File: src/rtl/cgs_pkg.sv
package cgs_pkg;

   typedef enum logic [1:0] {
      ST_IDLE  = 2'd0,
      ST_RUN   = 2'd1,
      ST_EMIT2 = 2'd2
   } seq_state_t;

   localparam int MODE_W = 3;

   localparam logic [MODE_W-1:0] MD_DIFF  = 3'd0;
   localparam logic [MODE_W-1:0] MD_STOP  = 3'd1;
   localparam logic [MODE_W-1:0] MD_START = 3'd2;
   localparam logic [MODE_W-1:0] MD_PAIR  = 3'd3;
   localparam logic [MODE_W-1:0] MD_WAVE  = 3'd4;

   localparam int RA_GATE = 0;
   localparam int RA_SDLY = 1;
   localparam int RA_PDLY = 2;
   localparam int RA_MODE = 3;
   localparam int RA_LAST = 4;

endpackage

File: src/rtl/cgs_regs.sv
module cgs_regs
   import cgs_pkg::*;
#(
   parameter int GW = 16,
   parameter int DW = 8,
   parameter int OW = 16,
   parameter int AW = 3
) (
   input  logic                 clk,
   input  logic                 rst_n,
   input  logic                 wr_en,
   input  logic [AW-1:0]        wr_addr,
   input  logic [OW-1:0]        wr_data,
   input  logic [AW-1:0]        rd_addr,
   output logic [OW-1:0]        rd_data,
   input  logic [OW-1:0]        last_val,
   output logic [GW-1:0]        gate_o,
   output logic [DW-1:0]        sdly_o,
   output logic [DW-1:0]        pdly_o,
   output logic [MODE_W-1:0]    mode_o
);

   if (GW > OW) begin : g_chk_gw
      $error("cgs_regs: gate width exceeds register width");
   end
   if (DW > OW) begin : g_chk_dw
      $error("cgs_regs: delay width exceeds register width");
   end
   if (AW < 3) begin : g_chk_aw
      $error("cgs_regs: address too narrow for the register map");
   end

   always_ff @(posedge clk) begin
      if (!rst_n) begin
         gate_o <= '0;
         sdly_o <= '0;
         pdly_o <= '0;
         mode_o <= '0;
      end else if (wr_en) begin
         case (wr_addr)
            AW'(RA_GATE): gate_o <= wr_data[GW-1:0];
            AW'(RA_SDLY): sdly_o <= wr_data[DW-1:0];
            AW'(RA_PDLY): pdly_o <= wr_data[DW-1:0];
            AW'(RA_MODE): mode_o <= wr_data[MODE_W-1:0];
            default: ;
         endcase
      end
   end

   always_comb begin
      case (rd_addr)
         AW'(RA_GATE): rd_data = OW'(gate_o);
         AW'(RA_SDLY): rd_data = OW'(sdly_o);
         AW'(RA_PDLY): rd_data = OW'(pdly_o);
         AW'(RA_MODE): rd_data = OW'(mode_o);
         AW'(RA_LAST): rd_data = last_val;
         default:      rd_data = '0;
      endcase
   end

endmodule

File: src/rtl/cgs_seq.sv
module cgs_seq
   import cgs_pkg::*;
#(
   parameter int GW = 16,
   parameter int DW = 8,
   parameter int SW = 16
) (
   input  logic              clk,
   input  logic              rst_n,
   input  logic              trig,
   input  logic [SW-1:0]     adc,
   input  logic [GW-1:0]     gate,
   input  logic [DW-1:0]     sdly,
   input  logic [DW-1:0]     pdly,
   input  logic [MODE_W-1:0] mode,
   output seq_state_t        state_o,
   output logic [MODE_W-1:0] mode_q,
   output logic              at_start,
   output logic              at_stop,
   output logic              in_win,
   output logic [SW-1:0]     start_q,
   output logic [SW-1:0]     stop_q
);

   localparam int TW = ((GW > DW) ? GW : DW) + 2;

   logic [TW-1:0] tick_q;
   logic [TW-1:0] sdly_q;
   logic [TW-1:0] stop_t_q;
   logic [GW-1:0] gate_eff;
   logic [TW-1:0] late_t;
   logic [TW-1:0] early_t;
   logic [TW-1:0] stop_calc;
   logic          running;

   always_comb begin
      gate_eff  = (gate == '0) ? GW'(1) : gate;
      late_t    = TW'(gate_eff) + TW'(pdly);
      early_t   = TW'(sdly) + TW'(1);
      stop_calc = (late_t > early_t) ? late_t : early_t;
   end

   assign running  = (state_o == ST_RUN);
   assign at_start = running && (tick_q == sdly_q);
   assign at_stop  = running && (tick_q == stop_t_q);
   assign in_win   = running && (tick_q >= sdly_q) && (tick_q <= stop_t_q);

   always_ff @(posedge clk) begin
      if (!rst_n) begin
         state_o  <= ST_IDLE;
         mode_q   <= '0;
         tick_q   <= '0;
         sdly_q   <= '0;
         stop_t_q <= '0;
         start_q  <= '0;
         stop_q   <= '0;
      end else begin
         case (state_o)
            ST_IDLE: begin
               if (trig) begin
                  tick_q   <= '0;
                  sdly_q   <= TW'(sdly);
                  stop_t_q <= stop_calc;
                  mode_q   <= mode;
                  state_o  <= ST_RUN;
               end
            end
            ST_RUN: begin
               tick_q <= tick_q + TW'(1);
               if (at_start) start_q <= adc;
               if (at_stop) begin
                  stop_q  <= adc;
                  state_o <= (mode_q == MD_PAIR) ? ST_EMIT2 : ST_IDLE;
               end
            end
            ST_EMIT2: state_o <= ST_IDLE;
            default:  state_o <= ST_IDLE;
         endcase
      end
   end

endmodule

File: src/rtl/cgs_fmt.sv
module cgs_fmt
   import cgs_pkg::*;
#(
   parameter int SW       = 16,
   parameter int OW       = 16,
   parameter int DIFF_W   = 15,
   parameter bit SAT_DIFF = 1'b1
) (
   input  logic              clk,
   input  logic              rst_n,
   input  seq_state_t        state,
   input  logic [MODE_W-1:0] mode_q,
   input  logic              at_start,
   input  logic              at_stop,
   input  logic              in_win,
   input  logic [SW-1:0]     adc,
   input  logic [SW-1:0]     start_q,
   input  logic [SW-1:0]     stop_q,
   output logic              res_valid,
   output logic [OW-1:0]     res_data,
   output logic [OW-1:0]     last_val
);

   localparam int XW = SW + 2;

   logic signed [XW-1:0] dx;
   logic [OW-1:0]        diff_word;

   assign dx = $signed({2'b00, adc}) - $signed({2'b00, start_q});

   if (SAT_DIFF) begin : g_sat
      localparam logic signed [XW-1:0] DMAX = XW'((1 << (DIFF_W - 1)) - 1);
      localparam logic signed [XW-1:0] DMIN = -DMAX - XW'(1);
      logic signed [XW-1:0] dsel;
      always_comb begin
         if (dx > DMAX)      dsel = DMAX;
         else if (dx < DMIN) dsel = DMIN;
         else                dsel = dx;
      end
      assign diff_word = OW'(dsel);
   end else begin : g_wrap
      logic signed [DIFF_W-1:0] dn;
      assign dn        = dx[DIFF_W-1:0];
      assign diff_word = OW'(dn);
   end

   always_ff @(posedge clk) begin
      if (!rst_n) begin
         res_valid <= 1'b0;
         res_data  <= '0;
         last_val  <= '0;
      end else begin
         res_valid <= 1'b0;
         if (res_valid) last_val <= res_data;
         case (mode_q)
            MD_DIFF: if (at_stop) begin
               res_valid <= 1'b1;
               res_data  <= diff_word;
            end
            MD_STOP: if (at_stop) begin
               res_valid <= 1'b1;
               res_data  <= OW'(adc);
            end
            MD_START: if (at_start) begin
               res_valid <= 1'b1;
               res_data  <= OW'(adc);
            end
            MD_PAIR: begin
               if (at_stop) begin
                  res_valid <= 1'b1;
                  res_data  <= OW'(start_q);
               end else if (state == ST_EMIT2) begin
                  res_valid <= 1'b1;
                  res_data  <= OW'(stop_q);
               end
            end
            MD_WAVE: if (in_win) begin
               res_valid <= 1'b1;
               res_data  <= OW'(adc);
            end
            default: ;
         endcase
      end
   end

endmodule

File: src/rtl/cgs_top.sv
module cgs_top
   import cgs_pkg::*;
#(
   parameter int SW       = 16,
   parameter int OW       = 16,
   parameter int GW       = 16,
   parameter int DW       = 8,
   parameter int DIFF_W   = 15,
   parameter int AW       = 3,
   parameter bit SAT_DIFF = 1'b1
) (
   input  logic          clk,
   input  logic          rst_n,
   input  logic          trig,
   input  logic [SW-1:0] adc_data,
   input  logic          wr_en,
   input  logic [AW-1:0] wr_addr,
   input  logic [OW-1:0] wr_data,
   input  logic [AW-1:0] rd_addr,
   output logic [OW-1:0] rd_data,
   output logic          res_valid,
   output logic [OW-1:0] res_data
);

   if (SW > OW) begin : g_chk_sw
      $error("cgs_top: sample wider than result word");
   end
   if (DIFF_W > OW || DIFF_W < 2 || DIFF_W > SW + 1) begin : g_chk_diff
      $error("cgs_top: difference width out of range");
   end

   logic [GW-1:0]     cfg_gate;
   logic [DW-1:0]     cfg_sdly;
   logic [DW-1:0]     cfg_pdly;
   logic [MODE_W-1:0] cfg_mode;
   logic [MODE_W-1:0] snap_mode;
   seq_state_t        seq_state;
   logic              at_start;
   logic              at_stop;
   logic              in_win;
   logic [SW-1:0]     start_s;
   logic [SW-1:0]     stop_s;
   logic [OW-1:0]     last_val;

   cgs_regs #(.GW(GW), .DW(DW), .OW(OW), .AW(AW)) u_regs (
      .clk(clk), .rst_n(rst_n), .wr_en(wr_en), .wr_addr(wr_addr),
      .wr_data(wr_data), .rd_addr(rd_addr), .rd_data(rd_data),
      .last_val(last_val), .gate_o(cfg_gate), .sdly_o(cfg_sdly),
      .pdly_o(cfg_pdly), .mode_o(cfg_mode)
   );

   cgs_seq #(.GW(GW), .DW(DW), .SW(SW)) u_seq (
      .clk(clk), .rst_n(rst_n), .trig(trig), .adc(adc_data),
      .gate(cfg_gate), .sdly(cfg_sdly), .pdly(cfg_pdly), .mode(cfg_mode),
      .state_o(seq_state), .mode_q(snap_mode), .at_start(at_start),
      .at_stop(at_stop), .in_win(in_win), .start_q(start_s), .stop_q(stop_s)
   );

   cgs_fmt #(.SW(SW), .OW(OW), .DIFF_W(DIFF_W), .SAT_DIFF(SAT_DIFF)) u_fmt (
      .clk(clk), .rst_n(rst_n), .state(seq_state), .mode_q(snap_mode),
      .at_start(at_start), .at_stop(at_stop), .in_win(in_win),
      .adc(adc_data), .start_q(start_s), .stop_q(stop_s),
      .res_valid(res_valid), .res_data(res_data), .last_val(last_val)
   );

endmodule

File: config.mk
export PLATFORM = sky130hd
export DESIGN_NAME = cgs_top
export DESIGN_NICKNAME = d
export VERILOG_FILES = /design/src/rtl/cgs_pkg.sv /design/src/rtl/cgs_regs.sv /design/src/rtl/cgs_seq.sv /design/src/rtl/cgs_fmt.sv /design/src/rtl/cgs_top.sv
export SDC_FILE = /design/constraint.sdc
export NUM_CORES = 1
export LEC_CHECK = 0
export BUFFER_PORTS_ARGS = -buffer_cell sky130_fd_sc_hd__buf_4
export CORE_ASPECT_RATIO = 1.2
export CORE_MARGIN = 1
export CORE_UTILIZATION = 50
export CTS_CLUSTER_DIAMETER = 80
export CTS_CLUSTER_SIZE = 20
export DETAILED_ROUTE_END_ITERATION = 12
export PLACE_DENSITY = 0.67
export SLEW_MARGIN = 20
export SYNTH_ARGS = -nofsm -noshare
export SYNTH_HDL_FRONTEND = slang
export SYNTH_SLANG_ARGS = --single-unit
File: constraint.sdc
create_clock -name clk -period 4.45 [get_ports clk]
set_input_delay 0.89 -clock clk [delete_from_list [all_inputs] [get_ports clk]]
set_output_delay 0.89 -clock clk [all_outputs]
set_load 0.03 [all_outputs]
# Word-level counts from Yosys, hierarchy flattened
# Cells that the tools add are included.
[op_classes]
add_sub_neg = 4
n_mul = 0
div_mod_pow = 0
n_lt_le_gt_ge = 5
n_eq_ne = 22
n_shift = 0
n_mux = 24
n_bitwise = 0
reduce_logical = 22
[ops]
columns = ["cell", "count"]
rows = [
  ["$pmux 16 s5", 2],
  ["$mux 16", 9],
  ["$mux 18", 2],
  ["$pmux 18 s2", 1],
  ["$add 18x1->18 const B", 1],
  ["$eq 18x18->1", 1],
  ["$eq 18x8->1", 1],
  ["$eq 3x2->1 const B", 6],
  ["$ge 18x8->1", 1],
  ["$gt 18x18->1", 1],
  ["$le 18x18->1", 1],
  ["$reduce_and 2->1", 9],
  ["$add 16x8->17", 1],
  ["$gt 17x15->1 const B", 1],
  ["$lt 17x15->1 const B", 1],
  ["$sub 16x16->17", 1],
  ["$logic_not 16->1", 1],
  ["$ne 2x2->1 const B", 6],
  ["$add 8x1->9 const B", 1],
  ["$eq 3x1->1 const B", 3],
  ["$logic_not 3->1", 3],
  ["$eq 3x3->1 const B", 2],
  ["$mux 2", 3],
  ["$reduce_and 6->1", 1],
  ["other kinds (11)", 18],
]
[totals]
register_bits = 149
latchBits = 0
ramBits = 0
rom_bits = 0
out_inout_bits = 33
n_memories = 0

# Longest topological paths before layout
[logic_depth]
word_depth = 6
mapped_depth = 20
depth_no_buf = 18

# Modules after synthesis
# From an unflattened synthesis, not the netlist that was laid out.
[hier_totals]
hier_cells = 1139
hier_area_um2 = 9122.5
[by_module_without_submodules]
columns = ["mod", "instances", "cells_each", "area_each_um2"]
rows = [
  ["cgs_seq", 1, 624, 4843.4],
  ["cgs_fmt", 1, 317, 2607.5],
  ["cgs_regs", 1, 198, 1671.6],
]

# Worst setup path after synthesis
# Ideal clock, no wire load.
[synth_path]
path_kind = "flip-flop to flip-flop"
from = "reg u_regs.gate_o[8]"
to = "reg u_seq.stop_t_q[1]"
setup_time_ps = 133
arrival_time_ps = 3896
setup_slack_ps = 421
path_stages_with_launch = 20
path_buffers = 2
period_less_slack_ps = 4029
path_cell_list = "dfxtp_1 -> buf_2 -> or4_1 -> nor4_1 -> a41o_1 -> ha_1 -> fa_1 -> a211oi_1 -> o21bai_1 -> a21oi_1 -> xnor2_1 -> ha_1 -> o21a_1 -> a2111oi_0 -> o221ai_1 -> nor4b_4 -> buf_6 -> nand2_1 -> o21ai_1 -> a21oi_1"
[synth_via]
elab_chain_len = 5
[synth_rtl]
columns = ["element", "line_no", "text"]
rows = [
  ["start: declaration", "cgs_regs.sv:17", "output logic [GW-1:0] gate_o,"],
  ["start signal: assignment", "cgs_regs.sv:41", "AW'(RA_GATE): gate_o <= wr_data[GW-1:0];"],
  ["$logic_not 16->1", "cgs_seq.sv:37", "gate_eff = (gate == '0) ? GW'(1) : gate;"],
  ["$mux 16 *", "cgs_seq.sv:37", ""],
  ["$add 16x8->17 *", "cgs_seq.sv:38", "late_t = TW'(gate_eff) + TW'(pdly);"],
  ["$gt 18x18->1", "cgs_seq.sv:40", "stop_calc = (late_t > early_t) ? late_t : early_t;"],
  ["$mux 18 *", "cgs_seq.sv:40", ""],
  ["end signal: assignment", "cgs_seq.sv:63", "stop_t_q <= stop_calc;"],
  ["end: declaration", "cgs_seq.sv:29", "logic [TW-1:0] stop_t_q;"],
]
# Mark *: on every way between the ends. The rest lies on a longest branch, timed or not.
# A chain may end at the register's enable or synchronous reset.

# Final worst setup path
[layout_path]
from = "reg u_regs.gate_o[7]"
to = "reg u_seq.stop_t_q[0]"
# Same word-level chain as after synthesis.

==> summary.txt <==
Detailed routing
  – Via count: 7986
  – Residual DRC count: 0
  – Wire per inst: 17.02 um
  – WL final: 23710 um
  – DR pass1 iterations: 5
  – Vias/cell: between 5 and 6
  – 1st-iter DRT viols: 449
  – Routed Antenna Nets: 0

Synthesis
  – Post-synth top cells: nand2_1, dfxtp_1, a21oi_1
  – Yosys reg bits: 148
  – Synth top area cells: dfxtp_1, ha_1, a21oi_1
  – Mapped Nets: 1226
  – Synth warnings: 0
  – Post-synth top area share: 33.94%
  – Post-synth EDFFs: 0
  – Top_reg_cell synth: dfxtp_1
  – Post-synth top area cell: dfxtp_1
  – Yosys cell types: 66
  – Cells after Synth: 1122
  – Post-Syn Area per Cell: slightly below 8 um^2
  – Most frequent cell after synthesis: nand2_1
  – Synth async-reset ratio: 0%
  – Synth Cell Area: between 8000 and 9000 um^2
  – Seq/Total Area, Yosys: 33.94%

Worst setup path
  – Critical Path Fanout Max: 9
  – Critical Path End Type: flip-flop
  – Worst EP required: around 4700 ps
  – Setup CP Type: reg2reg
  – Critical Path AT: 4450 ps
  – CP Launch Type: flip-flop

Final layout
  – Layout cells sized above 1: 13.59%
  – Fin cells: 1393
  – Net count, final: 1270
  – Antenna Cells: 0
  – Design area: 10090 um^2
  – FILL cells: 1541
  – Area grow syn2layout: 15.65%

Pwr
  – Seq pwr share: 38.3%
  – Total power: 3.808 mW
  – Comb pwr share: 21.7%
  – Sw frac: 28.90%
  – Largest vdd supply drop: around 0.00025 V
  – Clk pwr share: between 40% and 50%
  – Cell internal pwr: between 2 and 3 mW
  – Pleak: roughly 4 nW
  – Switch Pwr: 1.100 mW
  – Pwr dens: between 300 and 400 nW/um^2

STA
  – Final Skew: ~10 ps
  – Setup_tns: 0 ps
  – RSZ-0062 raised after global routing: no
  – Measured slew at the worst slew-check pin: 1040 ps
  – Max Transition Viols Final: 0
  – Hold Fails Final Rpt: 0
  – Headroom to the max-slew limit: 30.65%
  – Hold slack: ~460 ps
  – Fin crit period: 4195 ps
  – Final worst-path cycle share: between 90 and 100%
  – Setup-failing EPs final: 0
  – Max Fclk: 0.2384 GHz

Global routing
  – Initial antenna violation count: 0
  – First-pass GRT wire length: 38580 um
  – Vias in the first global route: 7633
  – Global Route Usage Sum: 27.45%
  – Largest net degree at the start of global routing: 75
  – GRT overflow: 0

Floorplan
  – Top Ports: 75
  – Core area: 16980 um^2
  – Die height: between 100 and 150 um
  – Initial Util: 51.40%
  – Die area: 17990 um^2
  – Die extent in x: roughly 120 um
  – FP Rows: 52

Place
  – Post-DP HPWL: 17540 um
  – DP Cell Count: 1361
  – IO buf count: between 70 and 80
  – Post-Place Cell Area: 9410 um^2
  – GPL Wtd Cong: 0.9538

Clocking
  – Num Clock Sinks: approximately 150
  – CTS Root Cell: clkbuf_16
  – CTS hold repair buffers: 0
  – Worst-Skew Late Latency: approximately 420 ps
  – TritonCTS clock tree: built
  – Clock Path Buffers: 2
  – H-tree levels: 4
  – Cts bufs inserted: 17
  – Clock slew at reported path FFs: approximately 60 ps

Flow run
  – Max-cap viol count: 0

Run status
  – Status: finished, final reports clean

Hold path
  – Worst Hold Class: reg2reg
-- per-layer routing --
| layer | track usage [%] | wire [um] | part of all wire, % | up-vias |
|---|---|---|---|---|
| li1 | - | - | - | 4028 |
| met1 | 34.74 | 10480 | 44 | 3729 |
| met3 | 4.231 | 1072 | 4.5 | 37 |
| met4 | 9.878 | 553 | 2.3 | 0 |
| met2 | 46.66 | 11610 | 49 | 192 |
| met5 | 0 | 0 | 0 | - |
-- critical path, cell delays in order, from the launching register on --
cell,delay [ps]
dfxtp_1,330
or4_1,520
nor4_2,160
a41o_1,200
ha_2,220
fa_2,240
a211oi_1,100
o21bai_1,150
a21oi_1,90
xnor2_1,240
ha_1,290
o21a_1,210
a2111oi_4,370
o221ai_2,150
nor4b_4,350
buf_6,190
nand2_1,50
o21ai_0,90
a21oi_1,80
-- per-stage QoR --
step | utilization, % | setup slack (ps)
finish | 59.45 | 255.1
global route | 59.45 | 19.28
CTS | 59.08 | 99.62
detailed placement | 55.42 | 152.6
global placement | 55.42 | 319.4
floorplan | - | 421.4
-- state kept, by name, indices dropped and copies added (netlist names) --
signal / flops
u_seq.sdly_q: 8
u_seq.mode_q: 3
u_fmt.last_val: 16
u_seq.tick_q: 18
u_regs.pdly_o: 8
u_seq.state_o: 2
u_seq.stop_q: 16
u_seq.stop_t_q: 17
u_fmt.res_valid: 1
u_fmt.res_data: 16
u_regs.gate_o: 16
u_seq.start_q: 16
u_regs.mode_o: 3
u_regs.sdly_o: 8
-- layout make-up --
| type | count | area [um^2] | area share, % |
|---|---|---|---|
| flip-flops and latches | 148 | 2963 | 29.35 |
| repair buffers | 91 | 703.2 | 6.966 |
| clock inverters | 9 | 152.6 | 1.512 |
| clock buffers | 21 | 470.5 | 4.660 |
| well taps | 216 | 270.3 | 2.677 |
| inverters | 50 | 190.2 | 1.884 |
| multi-input cells | 858 | 5345 | 52.95 |
-- power groups by stage --
stage                     sequential, mW  combinational [mW]  clock [mW]
after global routing                1.47               0.910        1.60
after global placement              1.49               0.779           0
final                               1.46               0.824        1.52
after detailed placement            1.49               0.786           0
after floorplan                     1.50               0.559           0
after CTS                           1.46               0.794        1.54
-- path summary, 6_finish.rpt --
path | cells past startpoint | from | to | slack (ps)
max | 18 | u_regs.gate_o[7] | u_seq.stop_t_q[0] | 260
min | 2 | u_seq.sdly_q[1] | u_seq.sdly_q[1] | 460
max reg2reg | 18 | u_regs.gate_o[7] | u_seq.stop_t_q[0] | 260
min reg2reg | 2 | u_seq.sdly_q[1] | u_seq.sdly_q[1] | 460
-- what timing repair did --
action                                  CTS  global route
endpoints found under the setup margin    0             9
buffers inserted                          0             1
resized for setup                         0            11
-- cells by family after synthesis --
kind of cell / count (synthesis) / share of synthesized area [%]
muxes: 62 / 7.253
xor gates and xnor gates: 31 / 3.197
AOI/OAI and AO/OA: 306 / 21.06
buffers and inverters: 116 / 5.318
adders and majority gates: 62 / 9.060
DFF: 148 / 33.94
and+or+nand+nor: 397 / 20.17
-- cell usage in the layout, fill, tap and decap left out, drive strengths merged, types with 3 or more instances in the layout --
cell / instances
nand3: 27
nor2: 117
nand3b: 4
mux2: 7
a31oi: 19
a2111oi: 3
a21oi: 147
nor3: 7
clkinvlp: 3
or2: 8
xor2: 13
ha: 60
o22ai: 3
a22oi: 10
inv: 50
nand2b: 5
nand2: 176
bufinv: 4
nor4: 7
a32oi: 4
xnor2: 18
a41oi: 3
nor2b: 6
dfxtp: 148
a211oi: 12
buf: 91
a21o: 9
and2: 5
or3: 5
clkbuf: 21
a311oi: 4
nand4: 9
o21ai: 62
and3: 11
mux2i: 55
o21a: 5
o211ai: 11
No activity file was read; power rests on OpenSTA's default activity.
